`config.mk`:
```
export PLATFORM = sky130hd
export DESIGN_NAME = evt_stamp_top
export DESIGN_NICKNAME = d
export VERILOG_FILES = /design/src/rtl/evt_stamp_pkg.sv /design/src/rtl/sync_edge.sv /design/src/rtl/pulse_stretch.sv /design/src/rtl/stamp_core.sv /design/src/rtl/evt_stamp_top.sv
export SDC_FILE = /design/constraint.sdc
export NUM_CORES = 1
export LEC_CHECK = 0
export BUFFER_PORTS_ARGS = -buffer_cell sky130_fd_sc_hd__buf_2
export CAP_MARGIN = 20
export CORE_ASPECT_RATIO = 0.75
export CORE_UTILIZATION = 30
export DETAILED_ROUTE_END_ITERATION = 16
export HOLD_SLACK_MARGIN = 0.06
export PLACE_DENSITY = 0.52
export SYNTH_ARGS = -nofsm -noshare
export SYNTH_HDL_FRONTEND = slang
export SYNTH_HIERARCHICAL = 1
export SYNTH_SLANG_ARGS = --single-unit
export TNS_END_PERCENT = 100
```
`constraint.sdc`:
```
create_clock -name clk -period 9.46 [get_ports clk]
set_clock_uncertainty 0.05 [all_clocks]
set_input_delay 2.365 -clock clk [delete_from_list [all_inputs] [get_ports clk]]
set_output_delay 2.365 -clock clk [all_outputs]
set_load 0.005 [all_outputs]
```
`src/rtl/evt_stamp_pkg.sv`:
```
package evt_stamp_pkg;
  typedef enum logic {
    POL_RISE = 1'b0,
    POL_FALL = 1'b1
  } edge_pol_e;

  function automatic logic pol_hit(input edge_pol_e pol, input logic now_v, input logic old_v);
    return (pol == POL_FALL) ? (old_v & ~now_v) : (now_v & ~old_v);
  endfunction
endpackage

```
`src/rtl/sync_edge.sv`:
```
module sync_edge
  import evt_stamp_pkg::*;
(
  input  logic clk,
  input  logic rst,
  input  logic din,
  input  logic fall_sel,
  output logic edge_q
);
  localparam int SYNC_N = 3;
  logic [SYNC_N-1:0] sh;
  edge_pol_e pol;

  assign pol = fall_sel ? POL_FALL : POL_RISE;

  always_ff @(posedge clk) begin
    if (rst) begin
      sh     <= '0;
      edge_q <= 1'b0;
    end else begin
      sh     <= {sh[SYNC_N-2:0], din};
      edge_q <= pol_hit(pol, sh[SYNC_N-2], sh[SYNC_N-1]);
    end
  end

  // an edge pulse lasts a single cycle unless the polarity select moves
  a_r3_edge_single: assert property (@(posedge clk) disable iff (rst)
    (edge_q && $stable(fall_sel)) |=> (!edge_q || !$stable(fall_sel)));
endmodule

```
`src/rtl/pulse_stretch.sv`:
```
module pulse_stretch #(
  parameter int LEN = 100
) (
  input  logic clk,
  input  logic rst,
  input  logic trig,
  output logic pulse_o
);
  localparam int CW = (LEN < 2) ? 1 : $clog2(LEN);
  localparam logic [CW-1:0] RELOAD = CW'(LEN - 1);
  logic [CW-1:0] left;

  always_ff @(posedge clk) begin
    if (rst) begin
      left    <= '0;
      pulse_o <= 1'b0;
    end else if (trig) begin
      left    <= RELOAD;
      pulse_o <= 1'b1;
    end else if (left != '0) begin
      left    <= left - 1'b1;
      pulse_o <= 1'b1;
    end else begin
      pulse_o <= 1'b0;
    end
  end

  // a pulse starts only because of a trigger
  a_r9_start_on_trig: assert property (@(posedge clk) disable iff (rst)
    $rose(pulse_o) |-> $past(trig));
endmodule

```
`src/rtl/stamp_core.sv`:
```
module stamp_core #(
  parameter int CNT_W = 32,
  parameter int OFS_W = 27
) (
  input  logic             clk,
  input  logic             rst,
  input  logic             pps_p,
  input  logic             evt_p,
  input  logic             fclr_p,
  input  logic             ack,
  input  logic             pos_valid,
  output logic             event_flag,
  output logic             overrun_flag,
  output logic [CNT_W-1:0] evt_stamp,
  output logic [CNT_W-1:0] pps_stamp,
  output logic [OFS_W-1:0] evt_offset
);
  logic [CNT_W-1:0] cnt;
  logic [CNT_W-1:0] ref_now;
  logic [CNT_W-1:0] span;
  logic [CNT_W-1:0] span_x2;
  logic             take;
  logic             lost;

  assign ref_now = pps_p ? cnt : pps_stamp;
  assign span    = cnt - ref_now;
  assign span_x2 = span << 1;
  assign take    = evt_p && pos_valid && !event_flag && !fclr_p && !ack;
  assign lost    = evt_p && pos_valid && event_flag;

  always_ff @(posedge clk) begin
    if (rst) begin
      cnt          <= '0;
      pps_stamp    <= '0;
      evt_stamp    <= '0;
      evt_offset   <= '0;
      event_flag   <= 1'b0;
      overrun_flag <= 1'b0;
    end else begin
      cnt <= cnt + 1'b1;
      if (pps_p) pps_stamp <= cnt;
      if (fclr_p || ack) begin
        event_flag <= 1'b0;
      end else if (take) begin
        event_flag <= 1'b1;
        evt_stamp  <= cnt;
        evt_offset <= span_x2[OFS_W-1:0];
      end
      if (ack) overrun_flag <= 1'b0;
      else if (lost) overrun_flag <= 1'b1;
    end
  end

  a_r6_holdoff_stable: assert property (@(posedge clk) disable iff (rst)
    (event_flag && !ack && !fclr_p) |=> ($stable(evt_stamp) && $stable(evt_offset)));
  a_r6_overrun_sticky: assert property (@(posedge clk) disable iff (rst)
    (overrun_flag && !ack) |=> overrun_flag);
  a_r7_fclr_clears: assert property (@(posedge clk) disable iff (rst)
    fclr_p |=> !event_flag);
  a_r8_no_capture_invalid: assert property (@(posedge clk) disable iff (rst)
    (!event_flag && !pos_valid) |=> !event_flag);
endmodule

```
`src/rtl/evt_stamp_top.sv`:
```
module evt_stamp_top #(
  parameter int CNT_W       = 32,
  parameter int OFS_W       = 27,
  parameter int PULSE_CYC   = 100,
  parameter int STRETCH_CYC = 2_500_000
) (
  input  logic             clk,
  input  logic             rst,
  input  logic             pps_in,
  input  logic             evt_in,
  input  logic             fclr_in,
  input  logic             evt_edge_fall,
  input  logic             fclr_edge_fall,
  input  logic             pos_valid,
  input  logic             evt_ack,
  output logic             event_flag,
  output logic             overrun_flag,
  output logic [CNT_W-1:0] evt_stamp,
  output logic [CNT_W-1:0] pps_stamp,
  output logic [OFS_W-1:0] evt_offset,
  output logic             pps_out,
  output logic             pps_led
);
  localparam int NIN = 3;
  logic [NIN-1:0] raw_in;
  logic [NIN-1:0] pol_in;
  logic [NIN-1:0] hit;

  assign raw_in = {fclr_in, evt_in, pps_in};
  assign pol_in = {fclr_edge_fall, evt_edge_fall, 1'b0};

  for (genvar i = 0; i < NIN; i++) begin : g_sync
    sync_edge u_sync (
      .clk     (clk),
      .rst     (rst),
      .din     (raw_in[i]),
      .fall_sel(pol_in[i]),
      .edge_q  (hit[i])
    );
  end

  stamp_core #(.CNT_W(CNT_W), .OFS_W(OFS_W)) u_core (
    .clk         (clk),
    .rst         (rst),
    .pps_p       (hit[0]),
    .evt_p       (hit[1]),
    .fclr_p      (hit[2]),
    .ack         (evt_ack),
    .pos_valid   (pos_valid),
    .event_flag  (event_flag),
    .overrun_flag(overrun_flag),
    .evt_stamp   (evt_stamp),
    .pps_stamp   (pps_stamp),
    .evt_offset  (evt_offset)
  );

  pulse_stretch #(.LEN(PULSE_CYC)) u_pps_pulse (
    .clk(clk), .rst(rst), .trig(hit[0]), .pulse_o(pps_out)
  );

  pulse_stretch #(.LEN(STRETCH_CYC)) u_pps_led (
    .clk(clk), .rst(rst), .trig(hit[0]), .pulse_o(pps_led)
  );
endmodule

```
Yosys cells after proc, flatten, opt, wreduce, memory -nomap -nowiden

Cells that the tools add are included.

Register bits after elaboration: 167

Add/sub/neg operators: 4
Muxes and demuxes: 13
Bitwise operators: 11
Reductions and logical operators: 17

Operators with widths:

| kind                                                                  | number |
|---|---|
| 22-bit 2-to-1 mux                                                     | 2 |
| 32-bit by 1-bit adder with 32-bit output (second input constant)      | 1 |
| 32-bit 2-to-1 mux                                                     | 1 |
| 26-bit subtractor                                                     | 1 |
| 22-bit nonzero test                                                   | 1 |
| 22-bit by 1-bit subtractor with 22-bit output (second input constant) | 1 |
| 7-bit 2-to-1 mux                                                      | 2 |
| 1-bit 2-to-1 mux                                                      | 8 |
| 7-bit nonzero test                                                    | 1 |
| 7-bit by 1-bit subtractor with 7-bit output (second input constant)   | 1 |
| 1-bit inverter                                                        | 6 |
| 2-bit OR reduction                                                    | 3 |
| 1-bit bitwise AND                                                     | 5 |
| 1-bit logical AND                                                     | 5 |
| 2-bit nonzero test                                                    | 2 |
| 1-bit zero test                                                       | 3 |
| 2-bit AND reduction                                                   | 1 |
| 1-bit logical OR                                                      | 1 |

Logic depth before layout (Yosys ltp)

Depth in word-level cells: 5
Gate-level depth with buffers: 12
Mapped depth without buffers: 11

Cells and area by module

Netlist, hierarchy kept.

Modules (own cells, without submodules):

| module                       | instances | cells an instance | area each (um^2) | sequential area each (um^2) |
|---|---|---|---|---|
| stamp_core                   | 1         | 712               | 5901.9           | 2482.4 |
| pulse_stretch at u_pps_led   | 1         | 153               | 1297.5           | 460.4 |
| pulse_stretch at u_pps_pulse | 1         | 43                | 384.1            | 160.2 |
| sync_edge                    | 3         | 10                | 123.9            | 80.1 |
| evt_stamp_top                | 1         | 1                 | 3.8              | 0.0 |

Worst setup path after synthesis

OpenSTA, ideal clock, no wires.

Kind: input to register
From: in evt_ack
To: reg u_core.evt_offset[19]
Data arrival time: 3.568 ns
Required time: 9.348 ns
Path slack: 5.780 ns
Stages on the path: 4
Cells stage by stage: or4_1 clkbuf_1 or4_1 nand3_1

Cells in the longest elaborated chain, start to end: 3

RTL lines:

| item                                                       | line                               | RTL |
|---|---|---|
| from (decl)                                                | evt_stamp_top.sv:15                | `input logic evt_ack,` |
| 1-bit zero test / 1-bit logical OR (equally long branches) | stamp_core.sv:28, stamp_core.sv:42 |  |
| 1-bit logical AND / 1-bit inverter (equally long branches) | n/a                                |  |
| 2-bit AND reduction (no source line) *                     | n/a                                |  |
| to (signal assigned)                                       | stamp_core.sv:47                   | `evt_offset <= span_x2[OFS_W-1:0];` |
| to (decl)                                                  | stamp_core.sv:16                   | `output logic [OFS_W-1:0] evt_offset` |

Every way passes the cells marked *; elsewhere a longest branch is shown, timed or not.
A chain may end at the register's enable or synchronous reset.

Final worst setup path

From: in rst
To: reg u_pps_led.left[14]

Cells in the longest elaborated chain, start to end: 1

RTL lines:

| item                                | line                | RTL |
|---|---|---|
| from (decl)                         | evt_stamp_top.sv:8  | `input logic rst,` |
| 2-bit OR reduction (no source line) | n/a                 |  |
| to (signal assigned)                | pulse_stretch.sv:21 | `left <= left - 1'b1;` |
| to (decl)                           | pulse_stretch.sv:11 | `logic [CW-1:0] left;` |

No other way between the ends.

==> metrics.md <==
| Metric | Value |
|---|---|
| DRT antenna net count | `0` |
| Power per cell area | `~220 nW/um2` |
| Status | `finished, final reports clean` |
| Drt wl/cell | `15.08 um` |
| Share of post-route cells with drive strength above 1 | `0.1607` |
| Worst path cell trace | `buf_4, buf_4, nor2_1, nand2_1, mux2i_1` |
| Synth warnings | `6` |
| Post-synth EDFFs | `0` |
| Worst Max-Slew Pin Slew | `between 900 and 1000 ps` |
| Crit end category | `register` |
| Pint | `about 0.0013 W` |
| Min-Delay Path Depth | `1` |
| Comb pwr share | `0.281` |
| Die Width | `approximately 190 um` |
| 1st-iter DRT viols | `between 300 and 400` |
| Fin. max-slew vios | `0` |
| Worst reg2reg path depth | `10` |
| Sequential share of the synthesized area | `0.4201` |
| TritonCTS buffer count | `17` |
| CP Data Required Time | `roughly 10000 ps` |
| Initial antenna violation count | `0` |
| Final Hold Vio Count | `0` |
| Max frequency | `~240 MHz` |
| CP most frequent cell | `buf_4` |
| Hold Crit Start | `g_sync[0].u_sync/sh[0]` |
| Fin util | `0.3572` |
| CTS Root Cell | `clkbuf_16` |
| Max-cap violations | `0` |
| # DRC | `0` |
| Die area | `around 27,000 um2` |
| Period Utilization, post-route | `0.4329` |
| H-tree depth | `4` |
| HPWL Detailed | `roughly 14 mm` |
| Clock Path Buffers | `2` |
| Critical path type | `in -> reg` |
| GRT overflow | `0` |
| CTS tree | `yes` |
| Async SR Flop Fraction | `0` |
| Worst-Skew Late Latency | `430 ps` |
| # clock sinks | `around 170` |
| P_leak | `between 3 and 4 nW` |
| # port buffers | `approximately 100` |
| Peak supply drop | `about 140 uV` |
| Reg-to-reg startpoint | `g_sync[0].u_sync/edge_q` |
| Number of buffers added for setup after CTS | `0` |
| Site Rows | `roughly 50` |
| Sw frac | `0.3463` |
| Total core area | `~26,000 um2` |
| Switching Power | `0.0007091 W` |
| First-pass GRT wire length | `33.89 mm` |
| Post-synthesis cell count | `939` |
| Data arrival, critical path | `approximately 4400 ps` |
| Syn Std Cell Area | `between 7000 and 8000 um2` |
| Unrepaired setup endpoints after global routing | `no` |
| Ant diodes | `0` |
| Avg Vias per Cell | `between 4 and 5` |
| Synth Register Bits | `about 170` |
| Die H | `143.1 um` |
| Post-synth top flop | `dfxtp_1` |
| Setup TNS | `0 ps` |
| Crit path time final | `approximately 4100 ps` |
| Mean Syn Cell Area | `8.476 um2` |
| Max FO, Critical Path | `93` |
| Detailed-route via count | `6,847` |
| Post-synthesis cell type count | `67` |
| Clock power share | `0.313` |
| Seq pwr share | `0.407` |
| Final wirelength | `20.77 mm` |
| Crit-path max cell delay | `around 870 ps` |
| Setup WS post-layout | `roughly 5400 ps` |
| Clk slew on worst S/H paths | `around 60 ps` |
| Vias in the first global route | `about 6,300` |
| Boundary Pins | `roughly 100` |
| Starting Density | `0.3057` |
| Hold_buf cts | `0` |
| Routability Congestion | `around 0.81` |
| Startpoint types | `primary input` |
| Count of nets after finishing | `between 1,000 and 1,500` |
| CTS resizes | `0` |
| Worst r2r dst | `u_core/evt_offset[25]` |
| Largest net degree at the start of global routing | `between 90 and 100` |
| Final setup viols | `0` |
| Synth-to-Final Area Change | `16.84%` |
| Pre-CTS worst setup slack | `4900 ps` |
| Hold Crit Endpoint | `g_sync[0].u_sync/sh[1]` |
| WHS | `between 300 and 400 ps` |
| Max-slew headroom | `0.3749` |
| CP max-delay cell | `buf_4` |
| Delay-heaviest family, CP | `buffers and inverters` |
| Worst Hold Class | `reg -> reg` |
| GRT Total Usage | `0.1585` |
| R2R Setup Slk | `roughly 5800 ps` |
| DR pass1 iterations | `5` |
| CP Buf/Inv Count | `2` |
synthesized netlist by cell type, drive strengths merged, types with 7 or more instances:
| cell | number | area, um2 |
|---|---|---|
| a211oi | 10 | 75.07 |
| a21oi | 88 | 451.7 |
| a311oi | 8 | 70.07 |
| a31oi | 13 | 81.33 |
| buf | 13 | 66.31 |
| clkbuf | 33 | 126.4 |
| dfxtp | 167 | 3343 |
| ha | 30 | 375.4 |
| inv | 22 | 82.58 |
| mux2i | 37 | 370.4 |
| nand2 | 130 | 488.0 |
| nand2b | 7 | 43.79 |
| nand3 | 24 | 120.1 |
| nand3b | 12 | 90.09 |
| nand4 | 14 | 102.6 |
| nor2 | 96 | 360.4 |
| nor2b | 16 | 100.1 |
| nor3 | 20 | 100.1 |
| nor4 | 12 | 105.1 |
| o21ai | 36 | 183.9 |
| o31ai | 8 | 60.06 |
| or3 | 23 | 145.1 |
| or4 | 17 | 137.6 |
| xnor2 | 21 | 183.9 |
| xor2 | 17 | 148.9 |
cell usage in the layout, fill, tap and decap left out, drive strengths merged, types with 10 or more instances in the layout:
cell    count
xor2       17
nor2b      16
dfxtp     167
nor4       12
clkbuf     21
or3        23
nand3b     12
xnor2      21
o21ai      36
a21oi      88
nand4      14
nand2     130
inv        24
nor2       96
mux2i      37
buf       107
a31oi      13
nor3       20
a211oi     10
or4        17
ha         30
nand3      24
flip-flops by register name, summed over array words and instances, names as in the netlist:
signal                count
u_pps_pulse/pulse_o       1
u_core/pps_stamp         32
g_sync.u_sync/sh          9
u_pps_led/pulse_o         1
u_pps_led/left           22
u_pps_pulse/left          7
u_core/evt_offset        26
g_sync.u_sync/edge_q      3
u_core/event_flag         1
u_core/cnt               32
u_core/evt_stamp         32
u_core/overrun_flag       1
per-layer routing:
metal	GRT usage	wire, um	vias up
met5	0	0	-
met2	0.2261	8425	154
met3	0.04104	1151	13
met1	0.2313	11050	3169
li1	-	-	3511
met4	0.04329	138	0
cell type report:
cell class              count  area (um2)
clock buffers              21       450.4
clock inverters            11       76.32
fillers                  2765       16740
inverters                  22       82.58
multi-input cells         705        4352
flip-flops and latches    167        3344
well taps                 344       430.4
repair buffers            107       563.0
worst reg2reg max path, delay by kind of cell, from the launching register on:
kind                     cells  cell delay [ps]
AO/OA/AOI/OAI                6             1400
adder cells (fa/ha/maj)      1              350
buffers and inverters        1              670
flip-flops                   1              610
multiplexers                 1              330
AND/OR/NAND/NOR              1              120
logic make-up after synthesis:
logic type	share of synthesized area
AOI/OAI and AO/OA	0.1525
buffers and inverters	0.03459
muxes	0.04795
adders and majority gates	0.04968
other	0.0009436
DFF	0.4201
and+or+nand+nor	0.2525
xor gates and xnor gates	0.04182
metrics by stage:
step,std cells,area (um2),power [W]
2_1_floorplan,940,7963,0.001305
3_3_place_gp,1344,8752,0.001406
3_5_place_dp,1344,8752,0.001413
4_1_cts,1376,9279,0.002061
5_1_grt,1377,9299,0.002170
6_report,1377,9299,0.002047
power groups by stage:
stage | clock network (W) | logic [W] | registers [W]
global route | 0.000691 | 0.000634 | 0.000845
finish | 0.000640 | 0.000574 | 0.000833
CTS | 0.000661 | 0.000567 | 0.000832
floorplan | 0 | 0.000477 | 0.000828
global placement | 0 | 0.000560 | 0.000846
detailed placement | 0 | 0.000565 | 0.000847
worst max path at each step:
stage | from | endpoint | slack, ps | cells past startpoint
after floorplan | evt_ack | u_core/evt_offset[19] | 5780 | 4
after global placement | rst | u_pps_led/left[6] | 4900 | 5
after detailed placement | rst | u_pps_led/left[14] | 4900 | 5
after CTS | evt_ack | u_core/evt_offset[25] | 5350 | 4
after global routing | rst | u_pps_led/left[6] | 5170 | 5
final | rst | u_pps_led/left[14] | 5360 | 5
(Power assumes the default switching activity.)
